--- config.mk ---
export PLATFORM = sky130hd
export DESIGN_NAME = bark_bite_wdog
export DESIGN_NICKNAME = d
export VERILOG_FILES = /design/src/rtl/wdog_pkg.sv /design/src/rtl/wdog_regs.sv /design/src/rtl/wdog_counter.sv /design/src/rtl/wdog_cause.sv /design/src/rtl/bark_bite_wdog.sv
export SDC_FILE = /design/constraint.sdc
export NUM_CORES = 1
export LEC_CHECK = 0
export ABC_AREA = 0
export BUFFER_PORTS_ARGS = -buffer_cell sky130_fd_sc_hd__buf_4
export CAP_MARGIN = 20
export CORE_AREA = 3 3 136 138
export CTS_CLUSTER_SIZE = 10
export DETAILED_ROUTE_END_ITERATION = 6
export DIE_AREA = 0 0 139 141
export SLEW_MARGIN = 25
export SYNTH_ARGS = -nofsm -noshare
export SYNTH_HDL_FRONTEND = slang
export SYNTH_SLANG_ARGS = --single-unit
--- constraint.sdc ---
create_clock -name clk -period 5.9 [get_ports clk]
set_input_delay 1.18 -clock clk [delete_from_list [all_inputs] [get_ports clk]]
set_output_delay 1.18 -clock clk [all_outputs]
set_load 0.02 [all_outputs]
--- src/rtl/wdog_pkg.sv ---
// Package: shared offsets and the control register type for the watchdog.
// Assumes byte offsets fit in the bus address width used by the top.
package wdog_pkg;
    localparam int unsigned OFS_SERVICE = 32'h04;
    localparam int unsigned OFS_CTRL    = 32'h08;
    localparam int unsigned OFS_CAUSE   = 32'h0C;
    localparam int unsigned OFS_WARN    = 32'h10;
    localparam int unsigned OFS_BITE    = 32'h14;

    typedef struct packed {
        logic warn_en;
        logic run;
    } wdog_ctrl_t;
endpackage

--- src/rtl/wdog_regs.sv ---
// Register file: control, both limits, service decode and read mux.
// Assumes CW <= DW; the read path zero-extends narrower values.
module wdog_regs
    import wdog_pkg::*;
#(
    parameter int AW = 8,
    parameter int DW = 32,
    parameter int CW = 32
) (
    input  logic          clk,
    input  logic          sys_rst_n,
    input  logic [AW-1:0] bus_addr,
    input  logic          bus_we,
    input  logic [DW-1:0] bus_wdata,
    input  logic          bite_fire,
    input  logic [CW-1:0] count,
    input  logic          cause,
    output wdog_ctrl_t    ctrl,
    output logic [CW-1:0] warn_lim,
    output logic [CW-1:0] bite_lim,
    output logic          svc_req,
    output logic [DW-1:0] bus_rdata
);
    localparam logic [AW-1:0] A_SVC   = AW'(OFS_SERVICE);
    localparam logic [AW-1:0] A_CTRL  = AW'(OFS_CTRL);
    localparam logic [AW-1:0] A_CAUSE = AW'(OFS_CAUSE);
    localparam logic [AW-1:0] A_WARN  = AW'(OFS_WARN);
    localparam logic [AW-1:0] A_BITE  = AW'(OFS_BITE);

    // Service strobe: a write of bit 0 set to the service offset.
    assign svc_req = bus_we && (bus_addr == A_SVC) && bus_wdata[0];

    // Control register; a bite clears it ahead of any write.
    always_ff @(posedge clk) begin
        if (!sys_rst_n) begin
            ctrl <= '0;
        end else if (bite_fire) begin
            ctrl <= '0;
        end else if (bus_we && (bus_addr == A_CTRL)) begin
            ctrl.run     <= bus_wdata[0];
            ctrl.warn_en <= bus_wdata[1];
        end
    end

    // Limit registers, reset to the largest count.
    always_ff @(posedge clk) begin
        if (!sys_rst_n) begin
            warn_lim <= '1;
            bite_lim <= '1;
        end else if (bus_we) begin
            if (bus_addr == A_WARN) warn_lim <= bus_wdata[CW-1:0];
            if (bus_addr == A_BITE) bite_lim <= bus_wdata[CW-1:0];
        end
    end

    // Same-cycle read mux.
    always_comb begin
        bus_rdata = '0;
        unique case (bus_addr)
            A_SVC:   bus_rdata = DW'(count);
            A_CTRL:  bus_rdata = DW'(ctrl);
            A_CAUSE: bus_rdata = DW'(cause);
            A_WARN:  bus_rdata = DW'(warn_lim);
            A_BITE:  bus_rdata = DW'(bite_lim);
            default: bus_rdata = '0;
        endcase
    end
endmodule

--- src/rtl/wdog_counter.sv ---
// Counter and both threshold compares: warning level and bite pulse.
// Assumes tick is a one-cycle pulse; compares are >= so a lowered limit still acts.
module wdog_counter #(
    parameter int CW = 32
) (
    input  logic          clk,
    input  logic          sys_rst_n,
    input  logic          tick,
    input  logic          run,
    input  logic          warn_en,
    input  logic          svc_req,
    input  logic [CW-1:0] warn_lim,
    input  logic [CW-1:0] bite_lim,
    output logic [CW-1:0] count,
    output logic          bite_fire,
    output logic          warn_irq,
    output logic          bite_req
);
    logic warn_hit;

    // Threshold compares on the registered count.
    assign bite_fire = run && (count >= bite_lim);
    assign warn_hit  = warn_en && (count >= warn_lim);

    // Running count: bite and service clear it; a tick steps it while running.
    always_ff @(posedge clk) begin
        if (!sys_rst_n)           count <= '0;
        else if (bite_fire)       count <= '0;
        else if (svc_req)         count <= '0;
        else if (run && tick)     count <= count + 1'b1;
    end

    // Sticky warning level, dropped by service, bite or a stopped counter.
    always_ff @(posedge clk) begin
        if (!sys_rst_n)                        warn_irq <= 1'b0;
        else if (bite_fire || svc_req || !run) warn_irq <= 1'b0;
        else if (warn_hit)                     warn_irq <= 1'b1;
    end

    // Reset request: one cycle, since the bite also clears run.
    always_ff @(posedge clk) begin
        if (!sys_rst_n) bite_req <= 1'b0;
        else            bite_req <= bite_fire;
    end
endmodule

--- src/rtl/wdog_cause.sv ---
// Reset-cause flag in the power-on domain; set by a bite.
// Assumes por_n is synchronous to clk.
module wdog_cause (
    input  logic clk,
    input  logic por_n,
    input  logic bite_fire,
    output logic cause
);
    // Sticky flag, cleared only at power-on.
    always_ff @(posedge clk) begin
        if (!por_n)         cause <= 1'b0;
        else if (bite_fire) cause <= 1'b1;
    end
endmodule

--- src/rtl/bark_bite_wdog.sv ---
// Top: two-stage watchdog joining the register file, counter and cause flag.
// Assumes both resets are synchronous and active low; por_n is a superset of rst_n.
module bark_bite_wdog
    import wdog_pkg::*;
#(
    parameter int AW = 8,
    parameter int DW = 32,
    parameter int CW = 32
) (
    input  logic          clk,
    input  logic          por_n,
    input  logic          rst_n,
    input  logic          tick,
    input  logic [AW-1:0] bus_addr,
    input  logic          bus_we,
    input  logic [DW-1:0] bus_wdata,
    output logic [DW-1:0] bus_rdata,
    output logic          warn_irq,
    output logic          bite_req
);
    logic          sys_rst_n;
    wdog_ctrl_t    ctrl_q;
    logic          run_w;
    logic          warn_en_w;
    logic [CW-1:0] warn_lim_q;
    logic [CW-1:0] bite_lim_q;
    logic [CW-1:0] count_q;
    logic          svc_req;
    logic          bite_fire;
    logic          cause_q;

    assign sys_rst_n = rst_n && por_n;
    assign run_w     = ctrl_q.run;
    assign warn_en_w = ctrl_q.warn_en;

    wdog_regs #(.AW(AW), .DW(DW), .CW(CW)) u_regs (
        .clk       (clk),
        .sys_rst_n (sys_rst_n),
        .bus_addr  (bus_addr),
        .bus_we    (bus_we),
        .bus_wdata (bus_wdata),
        .bite_fire (bite_fire),
        .count     (count_q),
        .cause     (cause_q),
        .ctrl      (ctrl_q),
        .warn_lim  (warn_lim_q),
        .bite_lim  (bite_lim_q),
        .svc_req   (svc_req),
        .bus_rdata (bus_rdata)
    );

    wdog_counter #(.CW(CW)) u_cnt (
        .clk       (clk),
        .sys_rst_n (sys_rst_n),
        .tick      (tick),
        .run       (run_w),
        .warn_en   (warn_en_w),
        .svc_req   (svc_req),
        .warn_lim  (warn_lim_q),
        .bite_lim  (bite_lim_q),
        .count     (count_q),
        .bite_fire (bite_fire),
        .warn_irq  (warn_irq),
        .bite_req  (bite_req)
    );

    wdog_cause u_cause (
        .clk       (clk),
        .por_n     (por_n),
        .bite_fire (bite_fire),
        .cause     (cause_q)
    );
endmodule

; ---- After elaboration in Yosys (flattened, before gate mapping)
; Cells that the tools add are included.
[word_totals]
reg_bits = 101
input_bits = 45
out_inout_bits = 34
word_cells = 33
[op_classes]
n_addsub = 1
order_cmp = 2
eq_ne = 5
mux = 1
n_bitwise = 1
n_reduce_logical = 15
[ops]
columns = cell, count
row1 = 32-bit one-hot mux with 5 select lines, 1
row2 = 32-bit >= comparator, 2
row3 = "32-bit by 1-bit adder with 32-bit output, second input constant", 1
row4 = "8-bit by 4-bit == test with 1-bit output, second input constant", 2
row5 = "8-bit by 5-bit == test with 1-bit output, second input constant", 2
row6 = "8-bit by 3-bit == test with 1-bit output, second input constant", 1
row7 = 1-bit logical AND, 7
row8 = 2-bit AND reduction, 2
row9 = 2-bit OR reduction, 2
row10 = 3-bit OR reduction, 1
row11 = 1-bit logical OR, 2
row12 = 1-bit logical NOT, 1
row13 = 1-bit NOT, 1

; ---- Longest topological paths before layout
; Gate-level depths: netlist (run 1).
[logic_depth]
ltp_word = 6
ltp_mapped = 9
depth_no_buf = 8

; ---- By module
; From an unflattened synthesis (run 1), not the netlist that was laid out.
[hier_totals]
hier_cells = 828
area_unflattened_um2 = 6776.5
[by_module_without_submodules]
columns = mod, instances, cells_each, area_per_inst_um2, seq_area_each_um2
row1 = wdog_regs, 1, 432, 3626.0, 1321.3
row2 = wdog_counter, 1, 393, 3116.7, 680.7
row3 = wdog_cause, 1, 2, 27.5, 20.0
row4 = bark_bite_wdog, 1, 1, 6.3, 0.0

; ---- Worst setup path before layout (run 1)
; No wires, ideal clock.
[synth_path]
path_kind = input-to-output
start = input bus_addr[5]
end = output bus_rdata[10]
arrival_time_ns = 2.690
required_time_ns = 4.720
path_slack_ns = 2.030
cell_stages = 6
path_buffers = 1
path_cell_list = or4_4 -> or3_4 -> nor2_4 -> buf_2 -> nand2_1 -> o21ai_0
[synth_via]
elab_chain_cells = 2
[synth_rtl]
columns = item, line_no
row1 = start: declaration, bark_bite_wdog.sv:14  ; input logic [AW-1:0] bus_addr,
row2 = "8-bit by 5-bit == test with 1-bit output, or another cell as far along", wdog_regs.sv:59  ; unique case (bus_addr)
row3 = 32-bit one-hot mux with 5 select lines *, wdog_regs.sv:59
row4 = end: declaration, bark_bite_wdog.sv:17  ; output logic [DW-1:0] bus_rdata,
; Every way passes the cells marked *; elsewhere a longest branch is shown, timed or not.

; ---- Worst setup path in the final report (run 1)
[layout_path]
start = input bus_addr[5]
end = output bus_rdata[13]
; Same word-level chain as after synthesis.

==> results.sh, run 1 <==
export IMPL_cts_buffer_depth=2
export IMPL_core_mm2=0.0173
export IMPL_holdBufCountCts=0
export IMPL_synth_edf_count=0
export IMPL_post_cts_resized=0
export IMPL_final_cell_mix="124 x nand2_1, 101 x dfxtp_1, 83 x buf_4"
export IMPL_grt_pass1_wl_um=26000
export IMPL_drt_pass1_iterations=4
export IMPL_finalHoldViolations=0
export IMPL_path_clk_slew_ps=70
export IMPL_synth_area_leaders="dfxtp_1 33%, ha_1 13%, o211ai_1 7.9%, nand2_1 7.7%, mux2i_1 5.8%"
export IMPL_tightest_slew_ps=947
export IMPL_start_util_pct=35.0
export IMPL_syn_inst=724
export IMPL_final_common_cell="nand2_1"
export IMPL_syn_area_mm2=0.00605
export IMPL_placed_cell_area_mm2=0.00678
export IMPL_synth_seq_cells=101
export IMPL_antenna_found_initial=0
export IMPL_synth_top_flop_cell="dfxtp_1"
export IMPL_arrival_ps=3450
export IMPL_period_needed_ps=4630
export IMPL_slowest_stage="nor2_4"
export IMPL_yosys_warnings=0
export IMPL_ys_seq_area_share_pct=33.4
export IMPL_htree_levels=3
export IMPL_drc=0
export IMPL_slew_violations=0
export IMPL_clock_skew_ps=5.05
export IMPL_max_stage_delay_ps=750
export IMPL_yosys_area_share_xor_xnor_pct=4.49
export IMPL_die_y_um=141
export IMPL_grt_start_max_net_pins=66
export IMPL_end_kind="output port"
export IMPL_setup_tns_ps=0
export IMPL_cts_sinks=101
export IMPL_muxShareOfSynthArea_pct=5.79
export IMPL_whs_path_depth=1
export IMPL_synth_nets=834
export IMPL_cts_tree="built"
export IMPL_diodes=0
export IMPL_wl_per_cell_um=15.7
export IMPL_p_per_area_mw_per_mm2=189
export IMPL_yosys_area_top_type="dfxtp_1"
export IMPL_synth_simple_area_share_pct=18.9
export IMPL_critPathLaunchType="input port"
export IMPL_drtIter0Drc=322
export IMPL_place_gp_congestion=0.783
export IMPL_postCtsSetupRepairBufs=0
export IMPL_finalWirelength_um=15900
export IMPL_numCtsBuffers=9
export IMPL_gr_total_overflow=0
export IMPL_cts_root_buffer="clkbuf_16"
export IMPL_rsz0062_at_grt="false"
export IMPL_fmax_mhz=216
export IMPL_cp_data_required_time_ps=4720
export IMPL_crit_chain="buf_4 > or4_4 > or3_4 > nor2_4 > nand2_1 > o21ai_0 > buf_4"
export IMPL_hpwl_um=11400
export IMPL_synth_top_area_share_pct=33.4
export IMPL_layout_drive_gt1_share_pct=13.8
export IMPL_nets=893
export IMPL_synth_compound_area_share_pct=16.8
export IMPL_viasPerCell=5.15
export IMPL_whs_ps=485
export IMPL_num_io_pins=79
export IMPL_num_vias=5217
export IMPL_leakagePower_nw=3.56
export IMPL_async_reset_ff_share_pct=0
export IMPL_peakVddDrop_v=0.000161
export IMPL_area_growth_pct=16.8
export IMPL_port_buffers=78
export IMPL_finalInstanceArea_mm2=0.00707
export IMPL_finalSetupViolCount=0
export IMPL_synth_top_family_by_area="simple AND/OR/NAND/NOR gates"
export IMPL_drt_antenna_violating_nets=0
export IMPL_finalCritPeriodShare_pct=78.5
export IMPL_fp_dieArea_mm2=0.0196
export IMPL_die_w_um=139
export IMPL_rows=48
export IMPL_insertion_delay_ps=350
export IMPL_synth_fa_ha_area_share_pct=13.4
export IMPL_worstPathMaxFanout=33
export IMPL_hold_path_class="register to register"
export IMPL_path_class="input port to output port"
export IMPL_relSlewSlack_pct=36.7
export IMPL_status="finished clean"
export IMPL_maxCapViolations=0
export IMPL_grt_usage_pct=16.4
export IMPL_grt_pass1_vias=4988
export IMPL_ys_types=51
export IMPL_synth_avg_cell_area_um2=8.36
export IMPL_worstRegToRegCells=7
export IMPL_path_common_cell="buf_4"
export IMPL_num_fill_cells=1820
## final cells by class
class,instances,area (um^2),share of cell area (%)
Multi-Input combinational cell,521,3600,50.9
Sequential cell,101,2020,28.6
Timing Repair Buffer,83,623,8.81
Clock buffer,16,292,4.12
Tap cell,225,282,3.98
Inverter,67,251,3.56
## final timing paths
path / from / to / slack, ps
worst max-delay path: bus_addr[5] / bus_rdata[13] / 1270
worst min register to register: u_cause.cause$_SDFFE_PN0P_ / u_cause.cause$_SDFFE_PN0P_ / 480
worst max register to register: u_cnt.count[19]$_SDFFE_PP0P_ / u_cnt.warn_irq$_SDFFE_PP0P_ / 2650
worst min-delay path: u_cause.cause$_SDFFE_PN0P_ / u_cause.cause$_SDFFE_PN0P_ / 480
## metrics by stage
step / total power, mW / util (%) / setup slack [ps] / cells
2_1_floorplan: 0.726 / - / 2030 / 724
3_3_place_gp: 0.762 / 39.2 / 1280 / 997
3_5_place_dp: 0.762 / 39.2 / 1240 / 997
4_1_cts: 1.35 / 40.9 / 1240 / 1013
5_1_grt: 1.38 / 40.9 / 1110 / 1013
6_report: 1.34 / 40.9 / 1270 / 1013
## metal layers
metal	routed length [um]	track usage [%]	share of wire, %	vias to the layer above
li1	-	-	-	2673
met1	8050	23.0	51	2451
met2	7040	25.8	44	82
met5	0	0	0	-
met3	566	2.54	3.6	11
met4	219	5.10	1.4	0
## critical path, delay by kind of cell
kind	cells	cell delay (ps)
compound gates	1	180
buf+inv	2	330
simple gates	4	1750
## state kept, by name (all words and copies together) (netlist names)
signal           flops
u_cnt.warn_irq       1
u_cnt.count         32
u_regs.ctrl          2
u_regs.warn_lim     32
u_cnt.bite_req       1
u_cause.cause        1
u_regs.bite_lim     32
## report_power, final
group          switching (mW)  internal, mW
Sequential           0.000183         0.682
Clock                   0.261         0.334
Combinational          0.0345        0.0291
Total                   0.296          1.04
## synth_stat cells, types with 2 or more instances
library cell  count
nor4_4            2
nor3_1            3
nor2b_1           4
xor2_1           22
and2_1            4
buf_2            14
nor4_1            3
xnor2_1           9
nor2_1           39
and4_1           10
buf_4             3
and3_1            5
a221o_1           2
a211oi_1          3
dfxtp_1         101
a31oi_1           3
o211ai_1         64
clkbuf_1         11
a21oi_1          16
buf_6             3
nand3_1          18
a221oi_1          3
buf_1             3
a21o_1            5
nand2b_1          3
o21ai_0          41
mux2i_1          35
nand4_1          16
o22ai_1           3
inv_1            67
o21a_1            2
nand2_1         124
ha_1             65
## kinds of logic after synthesis
logic type / count (synthesis)
AND/OR/NAND/NOR: 239
AO/OA/AOI/OAI: 151
buffers and inverters: 102
flip-flops: 101
adder cells (fa/ha/maj): 65
multiplexers: 35
XOR/XNOR: 31
Note: power is estimated with default switching activity, not from simulation.
==> run 2, diff against run 1 <==
==> constraint.sdc (replaced) <==
create_clock -name clk -period 3.97 [get_ports clk]
set_input_delay 0.794 -clock clk [delete_from_list [all_inputs] [get_ports clk]]
set_output_delay 0.794 -clock clk [all_outputs]
set_load 0.02 [all_outputs]
==> run 2 against run 1 <==
Clock skew down 1.1 ps. Worst setup slack lost 710 ps. Register-to-register slack got worse by 1700 ps. Power increased by 48%. Critical path depth is the same. Cell count up 0.49%. Worst hold slack about the same.
==> results.sh, run 2 (synthesis results as in run 1) <==
export IMPL_status="finished clean"
export IMPL_arrival_ps=2610
export IMPL_num_vias=5203
export IMPL_finalSetupViolCount=0
export IMPL_grt_start_max_net_pins=65
export IMPL_setup_tns_ps=0
export IMPL_max_stage_delay_ps=540
export IMPL_tightest_slew_ps=798
export IMPL_place_gp_congestion=0.759
export IMPL_num_fill_cells=1805
export IMPL_r2r_start="u_cnt.count[17]$_SDFFE_PP0P_"
export IMPL_whs_path_depth=1
export IMPL_maxCapViolations=0
export IMPL_period_needed_ps=3410
export IMPL_wl_per_cell_um=15.7
export IMPL_postCtsSetupRepairBufs=0
export IMPL_die_w_um=139
export IMPL_grt_usage_pct=16.6
export IMPL_port_buffers=78
export IMPL_slew_violations=0
export IMPL_viasPerCell=5.11
export IMPL_finalWorstSetupSlack_ps=561
export IMPL_regToRegSetupSlack_ps=930
export IMPL_p_per_area_mw_per_mm2=278
export IMPL_crit_chain="buf_4 > or4_4 > nor2_2 > nand2_1 > buf_4 > o21ai_0 > buf_4"
export IMPL_htree_levels=3
export IMPL_post_place_ws_ps=549
export IMPL_min_to="u_cause.cause$_SDFFE_PN0P_"
export IMPL_cts_root_buffer="clkbuf_16"
export IMPL_rows=48
export IMPL_holdBufCountCts=0
export IMPL_cts_tree="built"
export IMPL_path_clk_slew_ps=60
export IMPL_min_delay_start="u_cause.cause$_SDFFE_PN0P_"
export IMPL_post_cts_resized=0
export IMPL_leakagePower_nw=3.59
export IMPL_area_growth_pct=17.8
export IMPL_reg_top3="u_cnt.count: 32 flops, u_regs.bite_lim: 32 flops, u_regs.warn_lim: 32 flops"
export IMPL_grt_pass1_vias=5154
export IMPL_die_y_um=141
export IMPL_end_kind="output port"
export IMPL_path_common_cell="buf_4"
export IMPL_slowest_stage="or4_4"
export IMPL_drtIter0Drc=306
export IMPL_core_mm2=0.0173
export IMPL_hpwl_um=11700
export IMPL_critPathLaunchType="input port"
export IMPL_path_class="input port to output port"
export IMPL_gr_total_overflow=0
export IMPL_worstRegToRegCells=8
export IMPL_clock_skew_ps=3.97
export IMPL_final_core_util_pct=41.2
export IMPL_fin_cells=1018
export IMPL_finalCritPeriodShare_pct=85.9
export IMPL_relSlewSlack_pct=45.4
export IMPL_nets=900
export IMPL_worstPathMaxFanout=22
export IMPL_finalHoldViolations=0
export IMPL_drt_pass1_iterations=4
export IMPL_final_common_cell="nand2_1"
export IMPL_cp_data_required_time_ps=3180
export IMPL_num_io_pins=79
export IMPL_diodes=0
export IMPL_start_util_pct=35.0
export IMPL_antenna_found_initial=0
export IMPL_r2r_end="u_cnt.count[20]$_SDFFE_PP0P_"
export IMPL_insertion_delay_ps=350
export IMPL_cts_buffer_depth=2
export IMPL_drc=0
export IMPL_cts_sinks=101
export IMPL_numCtsBuffers=9
export IMPL_layout_drive_gt1_share_pct=14.5
export IMPL_fp_dieArea_mm2=0.0196
export IMPL_peakVddDrop_v=0.000214
export IMPL_grt_pass1_wl_um=26600
export IMPL_drt_antenna_violating_nets=0
export IMPL_place_inst=1004
export IMPL_final_cell_mix="124 x nand2_1, 101 x dfxtp_1, 89 x buf_4"
export IMPL_rsz0062_at_grt="false"
export IMPL_finalWirelength_um=16000
export IMPL_fmax_mhz=293
export IMPL_whs_ps=485
export IMPL_hold_path_class="register to register"
-- run 2: cell types whose count changed in the layout (fill, tap and decap cells not counted), sizes merged --
cell	previous run	this run
bufinv	0	1
buf	83	90
clkbuf	16	12
clkinv	0	1
-- run 2: area by class of cell --
class | count | area (um^2) | share of cell area, %
clock buffer | 12 | 246 | 3.46
multi-input combinational | 521 | 3600 | 50.6
sequential | 101 | 2020 | 28.4
tap | 225 | 282 | 3.95
inverter | 67 | 251 | 3.53
timing repair buffer | 90 | 688 | 9.65
clock inverter | 2 | 35.0 | 0.491
-- run 2: worst max path at each step --
stage | startpoint | to | slack [ps] | cells after the start
2_1_floorplan | bus_addr[5] | bus_rdata[10] | 870 | 6
3_3_place_gp | bus_addr[5] | bus_rdata[13] | 570 | 8
3_5_place_dp | bus_addr[5] | bus_rdata[27] | 550 | 7
4_1_cts | bus_addr[5] | bus_rdata[27] | 540 | 7
5_1_grt | bus_addr[5] | bus_rdata[19] | 440 | 7
6_report | bus_addr[5] | bus_rdata[27] | 560 | 7
-- run 2: per-stage QoR --
stage                     area, um^2  total power, mW
after CTS                       7130             2.01
after detailed placement        6850             1.13
final                           7130             1.98
after floorplan                 6050             1.08
after global placement          6850             1.13
after global routing            7130             2.05
-- run 2: per-layer routing --
layer / up-vias / share of wire (%) / global-route usage (%)
li1: 2681 / - / -
met2: 87 / 45 / 26.8
met5: - / 0 / 0
met1: 2423 / 50 / 23.1
met4: 0 / 1.3 / 4.99
met3: 12 / 4.3 / 2.54
-- run 2: worst max-delay path, delay by kind of cell --
family	cells	cell delay, ps
and+or+nand+nor	3	960
buffers and inverters	3	630
AOI/OAI and AO/OA	1	230
-- run 2: power breakdown --
part / leakage [nW] / total (mW) / internal (mW) / switching, mW
Sequential: 0.816 / 1.01 / 1.01 / 0.000275
Clock: 0.139 / 0.875 / 0.499 / 0.376
Combinational: 2.64 / 0.0960 / 0.0444 / 0.0516
Total: 3.59 / 1.98 / 1.56 / 0.428
==> run 3, diff against run 2 <==
--- a/config.mk
+++ b/config.mk
@@ -12,6 +12,7 @@
 export CTS_CLUSTER_SIZE = 10
 export DETAILED_ROUTE_END_ITERATION = 6
 export DIE_AREA = 0 0 139 141
+export MAX_ROUTING_LAYER = met4
 export SLEW_MARGIN = 25
 export SYNTH_ARGS = -nofsm -noshare
 export SYNTH_HDL_FRONTEND = slang
==> run 3 against run 2 <==
Sequential power hardly changed. Largest cell class unchanged. First-iteration DRC count is 0.33% lower. Routed wire length decreased by 0.14%. Design area is the same. Largest power group unchanged. Global-route usage increased by 0.49 points. Sequential share of layout area unchanged. Count of clock-buffer cells in the layout stayed put. Via count about the same. Register-to-register slack barely moved. Worst setup slack is essentially flat. Cell count stayed put.
==> results.sh, run 3 (synthesis results as in run 1) <==
export IMPL_status="finished clean"
export IMPL_setup_tns_ps=0
export IMPL_switchingPower_uw=430
export IMPL_p_int_mw=1.56
export IMPL_finalCritPeriodShare_pct=85.9
export IMPL_p_sw_share_pct=21.7
export IMPL_peakVddDrop_v=0.000215
export IMPL_finalHoldViolations=0
export IMPL_r2r_start="u_cnt.count[17]$_SDFFE_PP0P_"
export IMPL_num_io_pins=79
export IMPL_grt_pass1_vias=5152
export IMPL_core_mm2=0.0173
export IMPL_power_frac_seq_pct=51.0
export IMPL_worstPathMaxFanout=22
export IMPL_relSlewSlack_pct=45.4
export IMPL_period_needed_ps=3410
export IMPL_gr_total_overflow=0
export IMPL_fp_dieArea_mm2=0.0196
export IMPL_hold_path_class="register to register"
export IMPL_min_delay_start="u_cause.cause$_SDFFE_PN0P_"
export IMPL_layout_drive_gt1_share_pct=14.5
export IMPL_rsz0062_at_grt="false"
export IMPL_drt_pass1_iterations=4
export IMPL_reg_top3="u_cnt.count: 32 flops, u_regs.bite_lim: 32 flops, u_regs.warn_lim: 32 flops"
export IMPL_num_fill_cells=1805
export IMPL_tightest_slew_ps=799
export IMPL_htree_levels=3
export IMPL_critPathLaunchType="input port"
export IMPL_end_kind="output port"
export IMPL_post_cts_resized=0
export IMPL_wl_per_cell_um=15.6
export IMPL_fmax_mhz=293
export IMPL_holdBufCountCts=0
export IMPL_cts_sinks=101
export IMPL_numCtsBuffers=9
export IMPL_power_mw=1.99
export IMPL_p_per_area_mw_per_mm2=279
export IMPL_maxCapViolations=0
export IMPL_grt_usage_pct=17.1
export IMPL_finalWirelength_um=15900
export IMPL_drt_antenna_violating_nets=0
export IMPL_rows=48
export IMPL_port_buffers=78
export IMPL_path_class="input port to output port"
export IMPL_cp_startpoint="bus_addr[5]"
export IMPL_drc=0
export IMPL_leakagePower_nw=3.59
export IMPL_hpwl_um=11700
export IMPL_combPwrFrac_pct=4.8
export IMPL_num_vias=5205
export IMPL_clock_skew_ps=4.74
export IMPL_path_clk_slew_ps=60
export IMPL_die_y_um=141
export IMPL_insertion_delay_ps=350
export IMPL_start_util_pct=35.0
export IMPL_die_w_um=139
export IMPL_grt_pass1_wl_um=26600
export IMPL_final_cell_mix="124 x nand2_1, 101 x dfxtp_1, 89 x buf_4"
export IMPL_diodes=0
export IMPL_cts_root_buffer="clkbuf_16"
export IMPL_cts_buffer_depth=2
export IMPL_grt_start_max_net_pins=65
export IMPL_slew_violations=0
export IMPL_area_growth_pct=17.8
export IMPL_viasPerCell=5.11
export IMPL_drtIter0Drc=305
export IMPL_arrival_ps=2610
export IMPL_cp_data_required_time_ps=3180
export IMPL_cts_tree="built"
export IMPL_clkPwrFrac_pct=44.2
export IMPL_antenna_found_initial=0
export IMPL_place_gp_congestion=0.771
export IMPL_nets=900
export IMPL_final_common_cell="nand2_1"
export IMPL_finalSetupViolCount=0
export IMPL_postCtsSetupRepairBufs=0
-- run 3: layout make-up --
| cell class | instances | area (um^2) | share of cell area [%] |
|---|---|---|---|
| clock buffers | 12 | 246 | 3.46 |
| clock inverters | 2 | 35.0 | 0.491 |
| inverters | 67 | 251 | 3.53 |
| well taps | 225 | 282 | 3.95 |
| repair buffers | 90 | 688 | 9.65 |
| multi-input cells | 521 | 3600 | 50.6 |
| flip-flops and latches | 101 | 2020 | 28.4 |
-- run 3: worst paths after layout --
check / to / slack (ps) / cells after the start
min reg2reg: u_cause.cause$_SDFFE_PN0P_ / 480 / 1
min: u_cause.cause$_SDFFE_PN0P_ / 480 / 1
max reg2reg: u_cnt.count[20]$_SDFFE_PP0P_ / 930 / 8
max: bus_rdata[27] / 560 / 7
-- run 3: critical path: stages --
cell     delay, ps
buf_4          110
or4_4          540
nor2_2         140
nand2_1        280
buf_4          340
o21ai_0        230
buf_4          180
-- run 3: power by group through the flow --
stage / Clock [mW] / Combinational [mW] / Sequential (mW)
after floorplan: 0 / 0.0429 / 1.04
after global placement: 0 / 0.0964 / 1.04
after detailed placement: 0 / 0.0968 / 1.04
after CTS: 0.898 / 0.0971 / 1.01
after global routing: 0.937 / 0.104 / 1.01
final: 0.877 / 0.0956 / 1.01
-- run 3: metal layers --
| metal | up-vias | routed length [um] | global-route usage, % |
|---|---|---|---|
| met3 | 12 | 652 | 2.34 |
| met4 | 0 | 208 | 4.99 |
| met2 | 99 | 7120 | 26.7 |
| met1 | 2419 | 7950 | 23.3 |
| li1 | 2675 | - | - |
| met5 | - | 0 | - |
-- run 3: through the flow --
step	instance area (um^2)	hold slack, ps	util (%)	setup slack (ps)	instances
6_report	7130	485	41.2	562	1018
3_5_place_dp	6850	468	39.6	549	1004
4_1_cts	7130	484	41.2	545	1018
5_1_grt	7130	507	41.2	441	1018
2_1_floorplan	6050	441	-	872	724
3_3_place_gp	6850	459	39.6	569	1004
